**src/rtl/xfc_pkg.sv**
```systemverilog
package xfc_pkg;
  localparam logic [1:0] RXM_OFF  = 2'b00;
  localparam logic [1:0] RXM_SET2 = 2'b01;
  localparam logic [1:0] RXM_SET1 = 2'b10;
  localparam logic [1:0] RXM_ANY  = 2'b11;
  localparam logic [1:0] TXM_OFF  = 2'b00;

  localparam int NUM_CMP   = 4;
  localparam int IDX_XON1  = 0;
  localparam int IDX_XON2  = 1;
  localparam int IDX_XOFF1 = 2;
  localparam int IDX_XOFF2 = 3;

  typedef struct packed {
    logic xon;
    logic xoff;
    logic spec;
  } hit_t;
endpackage

```
**src/rtl/xfc_rst_sync.sv**
```systemverilog
module xfc_rst_sync #(
  parameter int STAGES = 2
) (
  input  logic clk,
  input  logic rst_n,
  output logic rst_sync_n
);
  logic [STAGES-1:0] sync_q;

  always_ff @(posedge clk or negedge rst_n) begin
    if (!rst_n) sync_q <= '0;
    else        sync_q <= {sync_q[STAGES-2:0], 1'b1};
  end

  assign rst_sync_n = sync_q[STAGES-1];
endmodule

```
**src/rtl/xfc_mode_decode.sv**
```systemverilog
module xfc_mode_decode
  import xfc_pkg::*;
(
  input  logic       enh_en,
  input  logic [1:0] rx_fc_mode,
  input  logic [1:0] tx_fc_mode,
  input  logic       nine_bit,
  input  logic       spec_det_en,
  output logic       fc_active,
  output logic       use_set1,
  output logic       use_set2,
  output logic       spec_active
);
  logic mode_ok;

  always_comb begin
    // mode 11 needs a transmit mode alongside it; otherwise it is unsupported
    mode_ok     = (rx_fc_mode != RXM_OFF) &&
                  !((rx_fc_mode == RXM_ANY) && (tx_fc_mode == TXM_OFF));
    fc_active   = enh_en && !nine_bit && mode_ok;
    use_set1    = fc_active && ((rx_fc_mode == RXM_SET1) || (rx_fc_mode == RXM_ANY));
    use_set2    = fc_active && ((rx_fc_mode == RXM_SET2) || (rx_fc_mode == RXM_ANY));
    spec_active = enh_en && spec_det_en;
  end
endmodule

```
**src/rtl/xfc_char_match.sv**
```systemverilog
module xfc_char_match
  import xfc_pkg::*;
#(
  parameter int CHAR_W = 8
) (
  input  logic [CHAR_W-1:0]              rx_char,
  input  logic [NUM_CMP-1:0][CHAR_W-1:0] cmp_chars,
  input  logic                           use_set1,
  input  logic                           use_set2,
  input  logic                           spec_active,
  output hit_t                           hit
);
  logic [NUM_CMP-1:0] eq;

  for (genvar g = 0; g < NUM_CMP; g++) begin : g_cmp
    assign eq[g] = (rx_char == cmp_chars[g]);
  end

  always_comb begin
    hit.xon  = (use_set1 && eq[IDX_XON1])  || (use_set2 && eq[IDX_XON2]);
    hit.xoff = (use_set1 && eq[IDX_XOFF1]) || (use_set2 && eq[IDX_XOFF2]);
    hit.spec = spec_active && eq[IDX_XOFF2];
  end
endmodule

```
**src/rtl/xfc_tx_gate.sv**
```systemverilog
module xfc_tx_gate (
  input  logic clk,
  input  logic rst_n,
  input  logic char_stb,
  input  logic fc_active,
  input  logic xon_hit,
  input  logic xoff_hit,
  input  logic tx_busy,
  output logic tx_enable
);
  logic paused_q, paused_d, paused_ce;
  logic gate_q, gate_d;

  always_comb begin
    paused_ce = !fc_active || char_stb;
    paused_d  = paused_q;
    if (!fc_active)    paused_d = 1'b0;
    else if (xoff_hit) paused_d = 1'b1;
    else if (xon_hit)  paused_d = 1'b0;
  end

  always_comb begin
    gate_d = gate_q;
    if (!fc_active || !paused_q) gate_d = 1'b1;
    else if (!tx_busy)           gate_d = 1'b0;
  end

  always_ff @(posedge clk or negedge rst_n) begin
    if (!rst_n) begin
      paused_q <= 1'b0;
      gate_q   <= 1'b1;
    end else begin
      if (paused_ce) paused_q <= paused_d;
      gate_q <= gate_d;
    end
  end

  assign tx_enable = gate_q;
endmodule

```
**src/rtl/xonoff_rx_flow.sv**
```systemverilog
module xonoff_rx_flow
  import xfc_pkg::*;
#(
  parameter int CHAR_W = 8
) (
  input  logic              clk,
  input  logic              rst_n,
  input  logic              rx_valid,
  input  logic [CHAR_W-1:0] rx_char,
  input  logic              enh_en,
  input  logic [1:0]        rx_fc_mode,
  input  logic [1:0]        tx_fc_mode,
  input  logic              spec_det_en,
  input  logic              nine_bit,
  input  logic              spec_irq_en,
  input  logic              spec_irq_ack,
  input  logic [CHAR_W-1:0] xon1_char,
  input  logic [CHAR_W-1:0] xon2_char,
  input  logic [CHAR_W-1:0] xoff1_char,
  input  logic [CHAR_W-1:0] xoff2_char,
  input  logic              tx_busy,
  output logic              tx_enable,
  output logic              spec_irq,
  output logic              rx_push,
  output logic [CHAR_W-1:0] rx_push_data
);
  logic rst_int_n;
  logic fc_active, use_set1, use_set2, spec_active;
  logic [NUM_CMP-1:0][CHAR_W-1:0] cmp_chars;
  hit_t hit;

  logic              keep;
  logic              push_q, push_d;
  logic [CHAR_W-1:0] data_q, data_d;
  logic              irq_q, irq_d;

  xfc_rst_sync #(.STAGES(2)) u_rst (
    .clk        (clk),
    .rst_n      (rst_n),
    .rst_sync_n (rst_int_n)
  );

  xfc_mode_decode u_mode (
    .enh_en      (enh_en),
    .rx_fc_mode  (rx_fc_mode),
    .tx_fc_mode  (tx_fc_mode),
    .nine_bit    (nine_bit),
    .spec_det_en (spec_det_en),
    .fc_active   (fc_active),
    .use_set1    (use_set1),
    .use_set2    (use_set2),
    .spec_active (spec_active)
  );

  always_comb begin
    cmp_chars            = '0;
    cmp_chars[IDX_XON1]  = xon1_char;
    cmp_chars[IDX_XON2]  = xon2_char;
    cmp_chars[IDX_XOFF1] = xoff1_char;
    cmp_chars[IDX_XOFF2] = xoff2_char;
  end

  xfc_char_match #(.CHAR_W(CHAR_W)) u_match (
    .rx_char     (rx_char),
    .cmp_chars   (cmp_chars),
    .use_set1    (use_set1),
    .use_set2    (use_set2),
    .spec_active (spec_active),
    .hit         (hit)
  );

  xfc_tx_gate u_gate (
    .clk       (clk),
    .rst_n     (rst_int_n),
    .char_stb  (rx_valid),
    .fc_active (fc_active),
    .xon_hit   (hit.xon),
    .xoff_hit  (hit.xoff),
    .tx_busy   (tx_busy),
    .tx_enable (tx_enable)
  );

  // consumed flow codes are dropped unless the special path claims them
  always_comb begin
    keep   = !(hit.xon || hit.xoff) || hit.spec;
    push_d = rx_valid && keep;
    data_d = rx_valid ? rx_char : data_q;
    irq_d  = irq_q;
    if (rx_valid && hit.spec && spec_irq_en) irq_d = 1'b1;
    else if (spec_irq_ack)                   irq_d = 1'b0;
  end

  always_ff @(posedge clk or negedge rst_int_n) begin
    if (!rst_int_n) begin
      push_q <= 1'b0;
      data_q <= '0;
      irq_q  <= 1'b0;
    end else begin
      push_q <= push_d;
      if (rx_valid) data_q <= data_d;
      irq_q  <= irq_d;
    end
  end

  assign rx_push      = push_q;
  assign rx_push_data = data_q;
  assign spec_irq     = irq_q;
endmodule

```
**config.mk**
```make
export PLATFORM = sky130hd
export DESIGN_NAME = xonoff_rx_flow
export DESIGN_NICKNAME = d
export VERILOG_FILES = /design/src/rtl/xfc_pkg.sv /design/src/rtl/xfc_rst_sync.sv /design/src/rtl/xfc_mode_decode.sv /design/src/rtl/xfc_char_match.sv /design/src/rtl/xfc_tx_gate.sv /design/src/rtl/xonoff_rx_flow.sv
export SDC_FILE = /design/constraint.sdc
export NUM_CORES = 1
export LEC_CHECK = 0
export BUFFER_PORTS_ARGS = -buffer_cell sky130_fd_sc_hd__buf_2
export CAP_MARGIN = 20
export CORE_MARGIN = 2
export CORE_UTILIZATION = 30
export DETAILED_ROUTE_END_ITERATION = 8
export PLACE_DENSITY = 0.66
export SLEW_MARGIN = 20
export SYNTH_ARGS = -nofsm -noshare
export SYNTH_HDL_FRONTEND = slang
export SYNTH_SLANG_ARGS = --single-unit
```
**constraint.sdc**
```tcl
create_clock -name clk -period 0.8 [get_ports clk]
set_input_delay 0.04 -clock clk [delete_from_list [all_inputs] [get_ports clk]]
set_output_delay 0.04 -clock clk [all_outputs]
set_load 0.1 [all_outputs]
```
==> results of run 1 <==
==> state kept, by name, summed over array words and instances, names as in the netlist <==
signal and cells:
rx_push 1, rx_push_data 8, spec_irq 1, u_gate.paused_q 1
u_gate.tx_enable 1, u_rst.sync_q 2
==> worst max path at each step <==
stage / start / endpoint / slack [ns] / cells past startpoint
floorplan: tx_fc_mode[0] / u_gate.paused_q / -0.30 / 5
global placement: rx_char[3] / rx_push / -0.48 / 7
finish: u_gate.tx_enable / tx_enable / -0.34 / 1
CTS: u_gate.tx_enable / tx_enable / -0.36 / 1
global route: u_gate.tx_enable / tx_enable / -0.38 / 1
detailed placement: rx_char[3] / rx_push / -0.48 / 7
==> power groups by stage <==
| stage | logic (mW) | clock network, mW | registers, mW |
|---|---|---|---|
| floorplan | 0.256 | 0 | 1.15 |
| global placement | 1.06 | 0 | 0.816 |
| detailed placement | 1.07 | 0 | 0.820 |
| CTS | 1.14 | 0.568 | 0.813 |
| global route | 1.23 | 0.612 | 0.818 |
| finish | 1.16 | 0.536 | 0.812 |
==> Yosys cell counts <==
library cell,instances,area share [%]
xor2_1,18,16
xnor2_1,14,13
dfrtp_1,13,33
mux2_2,8,9.2
buf_2,7,3.6
nand2_1,4,1.5
nand4_1,4,2.6
inv_1,3,1.2
nor2_1,3,1.2
nor4_1,3,1.9
nand3_1,2,1.0
nor3_1,2,1.0
a21oi_1,1,0.51
a221oi_2,1,1.5
a31oi_1,1,0.64
a32o_2,1,1.2
and3_1,1,0.64
and4_1,1,0.90
and4bb_4,1,1.7
clkbuf_1,1,0.38
clkbuf_2,1,0.51
conb_1,1,0.38
dfstp_2,1,2.7
nor4b_4,1,2.4
o22ai_1,1,0.64
o2bb2ai_1,1,0.90
==> layer usage <==
metal	global-route usage [%]	up-vias	routed length, µm
met5	0	-	0
met4	6.522	0	44
met3	3.782	5	257
met2	30.24	43	1486
met1	20.10	465	1148
li1	-	485	-
==> layout make-up <==
class                      instances  area, µm²
clock buffer                       4      36.28
fill                             270       1184
inverter                           3      11.26
multi-input combinational         69      656.9
sequential                        14      386.6
tap                               44      55.05
timing repair buffer              89      748.2
==> through the flow <==
stage / cell area [µm²] / setup WS [ns] / utilization (%) / std cells
6_report: 1894 / -0.3446 / 61.54 / 223
3_5_place_dp: 1648 / -0.4836 / 53.54 / 211
4_1_cts: 1827 / -0.3636 / 59.35 / 222
2_1_floorplan: 1030 / -0.2950 / - / 95
5_1_grt: 1894 / -0.3826 / 61.54 / 223
3_3_place_gp: 1648 / -0.4808 / 53.54 / 211
==> what timing repair did <==
item,CTS,global route
setup buffers,4,1
pin swaps,13,6
hold buffers,3,0
setup endpoints to repair,22,22
hold endpoints to repair,4,0
resized for setup,18,12
==> logic make-up (layout without fill, tap and decap cells) <==
group | after synthesis | count (layout) | share of synthesized area [%]
other | 1 | 1 | 0.3833
buffers and inverters | 12 | 96 | 5.625
AOI/OAI and AO/OA | 6 | 6 | 5.371
xor gates and xnor gates | 32 | 32 | 28.64
DFF | 14 | 14 | 35.93
and+or+nand+nor | 22 | 22 | 14.83
muxes | 8 | 8 | 9.208
==> results.py, run 1 <==
metrics = {
    "run_status": {
        "status": "finished, violations left",
        "violations": "negative setup slack",
    },
    "clock_network": {
        "cts_buffer_depth": 2,
        "clock_sinks": 14,
        "h-tree-depth": 1,
        "cts_tree": "yes",
        "cts_inserted_buffers": 3,
        "clkTransAtPathRegs_ns": 0.10,
        "clock_latency_ns": 0.29,
        "ctsRootBufferMaster": "clkbuf_4",
    },
    "layout": {
        "final_cell_mix": "47 x buf_2, 17 x xor2_1, 14 x buf_6",
        "final_common_cell": "buf_2",
        "syn2layout_area_growth_pct": 93.61,
        "diodes": 0,
        "drive_gt1_share_pct": 70.95,
        "nNetsFinal": 233,
    },
    "timing": {
        "finalClockSkew_ns": 0.01108,
        "whs_ns": 0.02245,
        "drv_slew": 0,
        "fin_crit_sh_pct": 143.1,
        "rsz0062_at_grt": "true",
        "min_period_ns": 1.145,
        "worst_slack_ns": -0.3446,
        "tns_ns": -3.779,
        "max_freq_mhz": 873.7,
        "hold_viol": 0,
        "setup_violations": 22,
    },
    "logic_synthesis": {
        "ys_types": 26,
        "ys_seq_area_share_pct": 35.93,
        "synth-seq-cells": 14,
        "yosys_warnings": 0,
        "avgSynthCellArea_um2": 10.30,
        "synthesis.area_um2": 978.4,
        "synthCells": 95,
        "synth_nets": 148,
    },
    "grt": {
        "groute.usage.overall_pct": 17.11,
        "grt_pass1_vias": 1039,
        "antenna_found_initial": 0,
        "grt_max_degree": 13,
        "overflow": 0,
        "grt_pass1_wl_mm": 4.567,
    },
    "die": {
        "io_pins": 64,
        "rows": 20,
        "die_h_um": 61.11,
        "die_x_um": 61.11,
        "dieArea_um2": 3734,
        "coreArea_um2": 3078,
        "initial_core_util_pct": 31.79,
    },
    "hold_path": {
        "hold_depth": 3,
        "whs_endpoint": "spec_irq",
        "hold_class": "in2reg",
        "holdCritStartpoint": "spec_irq_en",
    },
    "critical_path": {
        "rr_endpoint": "u_gate.tx_enable",
        "path_cells": "buf_12",
        "required_ns": 0.76,
        "cp_slowest_cell": "dfstp_4",
        "end_kind": "output pin",
        "path_delay_family": "flip-flops",
        "path_class": "reg2out",
        "crit_arrival_ns": 1.10,
        "cp_max_fo": 2,
        "max_stage_delay_ns": 0.64,
        "worstReg2RegStart": "u_gate.tx_enable",
        "worst_r2r_path_depth": 4,
        "critPathLaunchType": "register",
        "crit_buf_inv": 1,
        "r2r_slack_ns": -0.17,
    },
    "detailed_routing": {
        "wirelength_mm": 2.936,
        "via_per_inst": 4.475,
        "route.detailed.drc": 0,
        "num_vias": 998,
        "final_antenna_net_count": 0,
        "wl_per_cell_um": 13.17,
        "dr.pass1.iters": 4,
        "drt_iter0_drc": 12,
    },
    "power": {
        "p_per_area_nw_per_um2": 1327,
        "internal-power_mw": 1.606,
        "finalPower_mw": 2.513,
        "swShare_pct": 36.08,
        "power.share.clock_pct": 21.3,
        "vdd_ir_drop_max_mv": 0.6921,
        "switchingPower_mw": 0.9069,
        "p_seq_share_pct": 32.3,
        "leakage_nw": 0.8685,
        "combPwrFrac_pct": 46.4,
    },
    "flow_run": {
        "cap_violations": 0,
    },
    "place": {
        "routabilityCongestion": 0.8262,
        "dp_hpwl_mm": 2.387,
        "io_buffers": 63,
    },
}
Note: power is estimated with default switching activity, not from simulation.
==> run 2, diff against run 1 <==
--- a/config.mk
+++ b/config.mk
@@ -10,7 +10,8 @@
 export CORE_MARGIN = 2
 export CORE_UTILIZATION = 30
 export DETAILED_ROUTE_END_ITERATION = 8
-export PLACE_DENSITY = 0.66
+export GPL_TIMING_DRIVEN = 0
+export PLACE_DENSITY = 0.63
 export SLEW_MARGIN = 20
 export SYNTH_ARGS = -nofsm -noshare
 export SYNTH_HDL_FRONTEND = slang
==> constraint.sdc (replaced) <==
create_clock -name clk -period 1.5 [get_ports clk]
set_input_delay 0.075 -clock clk [delete_from_list [all_inputs] [get_ports clk]]
set_output_delay 0.075 -clock clk [all_outputs]
set_load 0.1 [all_outputs]
==> run 2 against run 1 <==
  * The run now ends clean
  * First-iteration DRC count grew 50%
  * Critical path depth is the same
  * Clock skew shrank 0.0095 ns
  * Core utilization shrank 17 points
  * Cell count shrank 11%
  * Critical path type unchanged
  * Largest cell class is now multi-input combinational cells
==> results.py, run 2 (synthesized netlist as in run 1, its figures left out) <==
metrics = {
    "timing": {
        "slew_headroom_pct": 63.93,
        "fin_crit_sh_pct": 85.60,
        "finalClockSkew_ns": 0.001552,
        "rsz0062_at_grt": "false",
        "min_period_ns": 1.284,
        "max_freq_mhz": 778.8,
        "setup_violations": 0,
        "tns_ns": 0,
        "hold_viol": 0,
        "drv_slew": 0,
        "tightest_slew_ns": 0.5410,
    },
    "critical_path": {
        "cp_slowest_cell": "dfstp_2",
        "worstReg2RegStart": "rx_push_data[3]",
        "path_delay_family": "flip-flops",
        "critPathLaunchType": "register",
        "required_ns": 1.42,
        "crit_arrival_ns": 1.21,
        "path_class": "reg2out",
        "cp_max_fo": 2,
        "critical_path.startpoint": "u_gate.tx_enable",
        "max_stage_delay_ns": 0.53,
        "crit_buf_inv": 1,
        "end_kind": "output pin",
        "path_cells": "buf_2",
    },
    "grt": {
        "grt_max_degree": 13,
        "grt_pass1_vias": 942,
        "grt_pass1_wl_mm": 4.008,
        "overflow": 0,
        "antenna_found_initial": 0,
        "groute.usage.overall_pct": 14.47,
    },
    "clock_network": {
        "clock_latency_ns": 0.26,
        "cts_inserted_buffers": 3,
        "clkTransAtPathRegs_ns": 0.08,
        "ctsRootBufferMaster": "clkbuf_4",
        "holdBufCountCts": 2,
        "cts_tree": "yes",
        "cts_resized": 0,
        "clock_sinks": 14,
        "h-tree-depth": 1,
        "cts_buffer_depth": 2,
        "cts_setup_buffers": 0,
    },
    "power": {
        "p_per_area_nw_per_um2": 807.8,
        "finalPower_mw": 1.099,
        "vdd_ir_drop_max_mv": 0.4151,
        "leakage_nw": 0.6557,
    },
    "detailed_routing": {
        "final_antenna_net_count": 0,
        "wirelength_mm": 2.469,
        "num_vias": 888,
        "dr.pass1.iters": 2,
        "via_per_inst": 4.462,
        "drt_iter0_drc": 18,
        "route.detailed.drc": 0,
        "wl_per_cell_um": 12.41,
    },
    "place": {
        "postPlaceCellArea_um2": 1304,
        "io_buffers": 54,
        "dp_hpwl_mm": 2.178,
        "dp.cells": 193,
        "routabilityCongestion": 0.8289,
    },
    "layout": {
        "diodes": 0,
        "final_common_cell": "buf_2",
        "largest_reg_flops": 8,
        "layout.cells.non_filler": 199,
        "drive_gt1_share_pct": 50.97,
        "final_area_um2": 1360,
        "nNetsFinal": 209,
        "post-route-util_pct": 44.19,
        "syn2layout_area_growth_pct": 39.00,
        "final_cell_mix": "61 x buf_2, 18 x xor2_1, 14 x xnor2_1",
    },
    "die": {
        "dieArea_um2": 3734,
        "coreArea_um2": 3078,
        "die_x_um": 61.11,
        "rows": 20,
        "io_pins": 64,
        "die_h_um": 61.11,
        "initial_core_util_pct": 31.79,
    },
    "hold_path": {
        "hold_class": "in2reg",
        "holdCritStartpoint": "tx_busy",
    },
    "flow_run": {
        "cap_violations": 0,
    },
    "run_status": {
        "status": "complete, no violations",
    },
}
run 2: cell count changes in the layout (fill, tap and decap cells not counted), sizes merged:
cell | before | now
clkbuf | 5 | 6
dlygate4sd3 | 3 | 2
buf | 85 | 61
run 2: power breakdown:
part | internal (mW) | switching, mW
clock network | 0.147 | 0.107
logic | 0.141 | 0.283
registers | 0.403 | 0.0173
total | 0.691 | 0.407
run 2: final cells by class:
| type | instances | area, µm² |
|---|---|---|
| Timing Repair Buffer | 56 | 290.3 |
| Buffer | 9 | 43.79 |
| Sequential cell | 14 | 351.6 |
| Tap cell | 44 | 55.05 |
| Multi-Input combinational cell | 69 | 571.8 |
| Inverter | 3 | 11.26 |
| Fill cell | 320 | 1718 |
| Clock buffer | 4 | 36.28 |
run 2: worst paths after layout:
path | to | slack (ns) | cells past startpoint
worst max-delay path | tx_enable | 0.22 | 1
worst max register to register | rx_push_data[3] | 0.74 | 1
min in group asynchronous | u_rst.sync_q[0] | 0.11 | 2
worst min register to register | rx_push_data[4] | 0.20 | 0
worst min-delay path | u_gate.tx_enable | 0.03 | 3
max in group asynchronous | u_gate.tx_enable | 0.95 | 0
run 2: layer usage:
metal	wire length, µm	vias to the layer above	share of wire (%)	global-route usage [%]
li1	-	439	-	-
met2	1254	35	51	26.44
met4	8	0	0.32	3.727
met1	1039	412	42	16.93
met5	0	-	0	0
met3	168	2	6.8	3.361
run 2: through the flow:
| step | hold slack (ns) | setup slack, ns |
|---|---|---|
| floorplan | -0.2206 | 0.2441 |
| global placement | -0.1391 | 0.1185 |
| detailed placement | -0.1397 | 0.1012 |
| CTS | 0.03092 | 0.2043 |
| global route | 0.03608 | 0.1678 |
| finish | 0.03293 | 0.2160 |
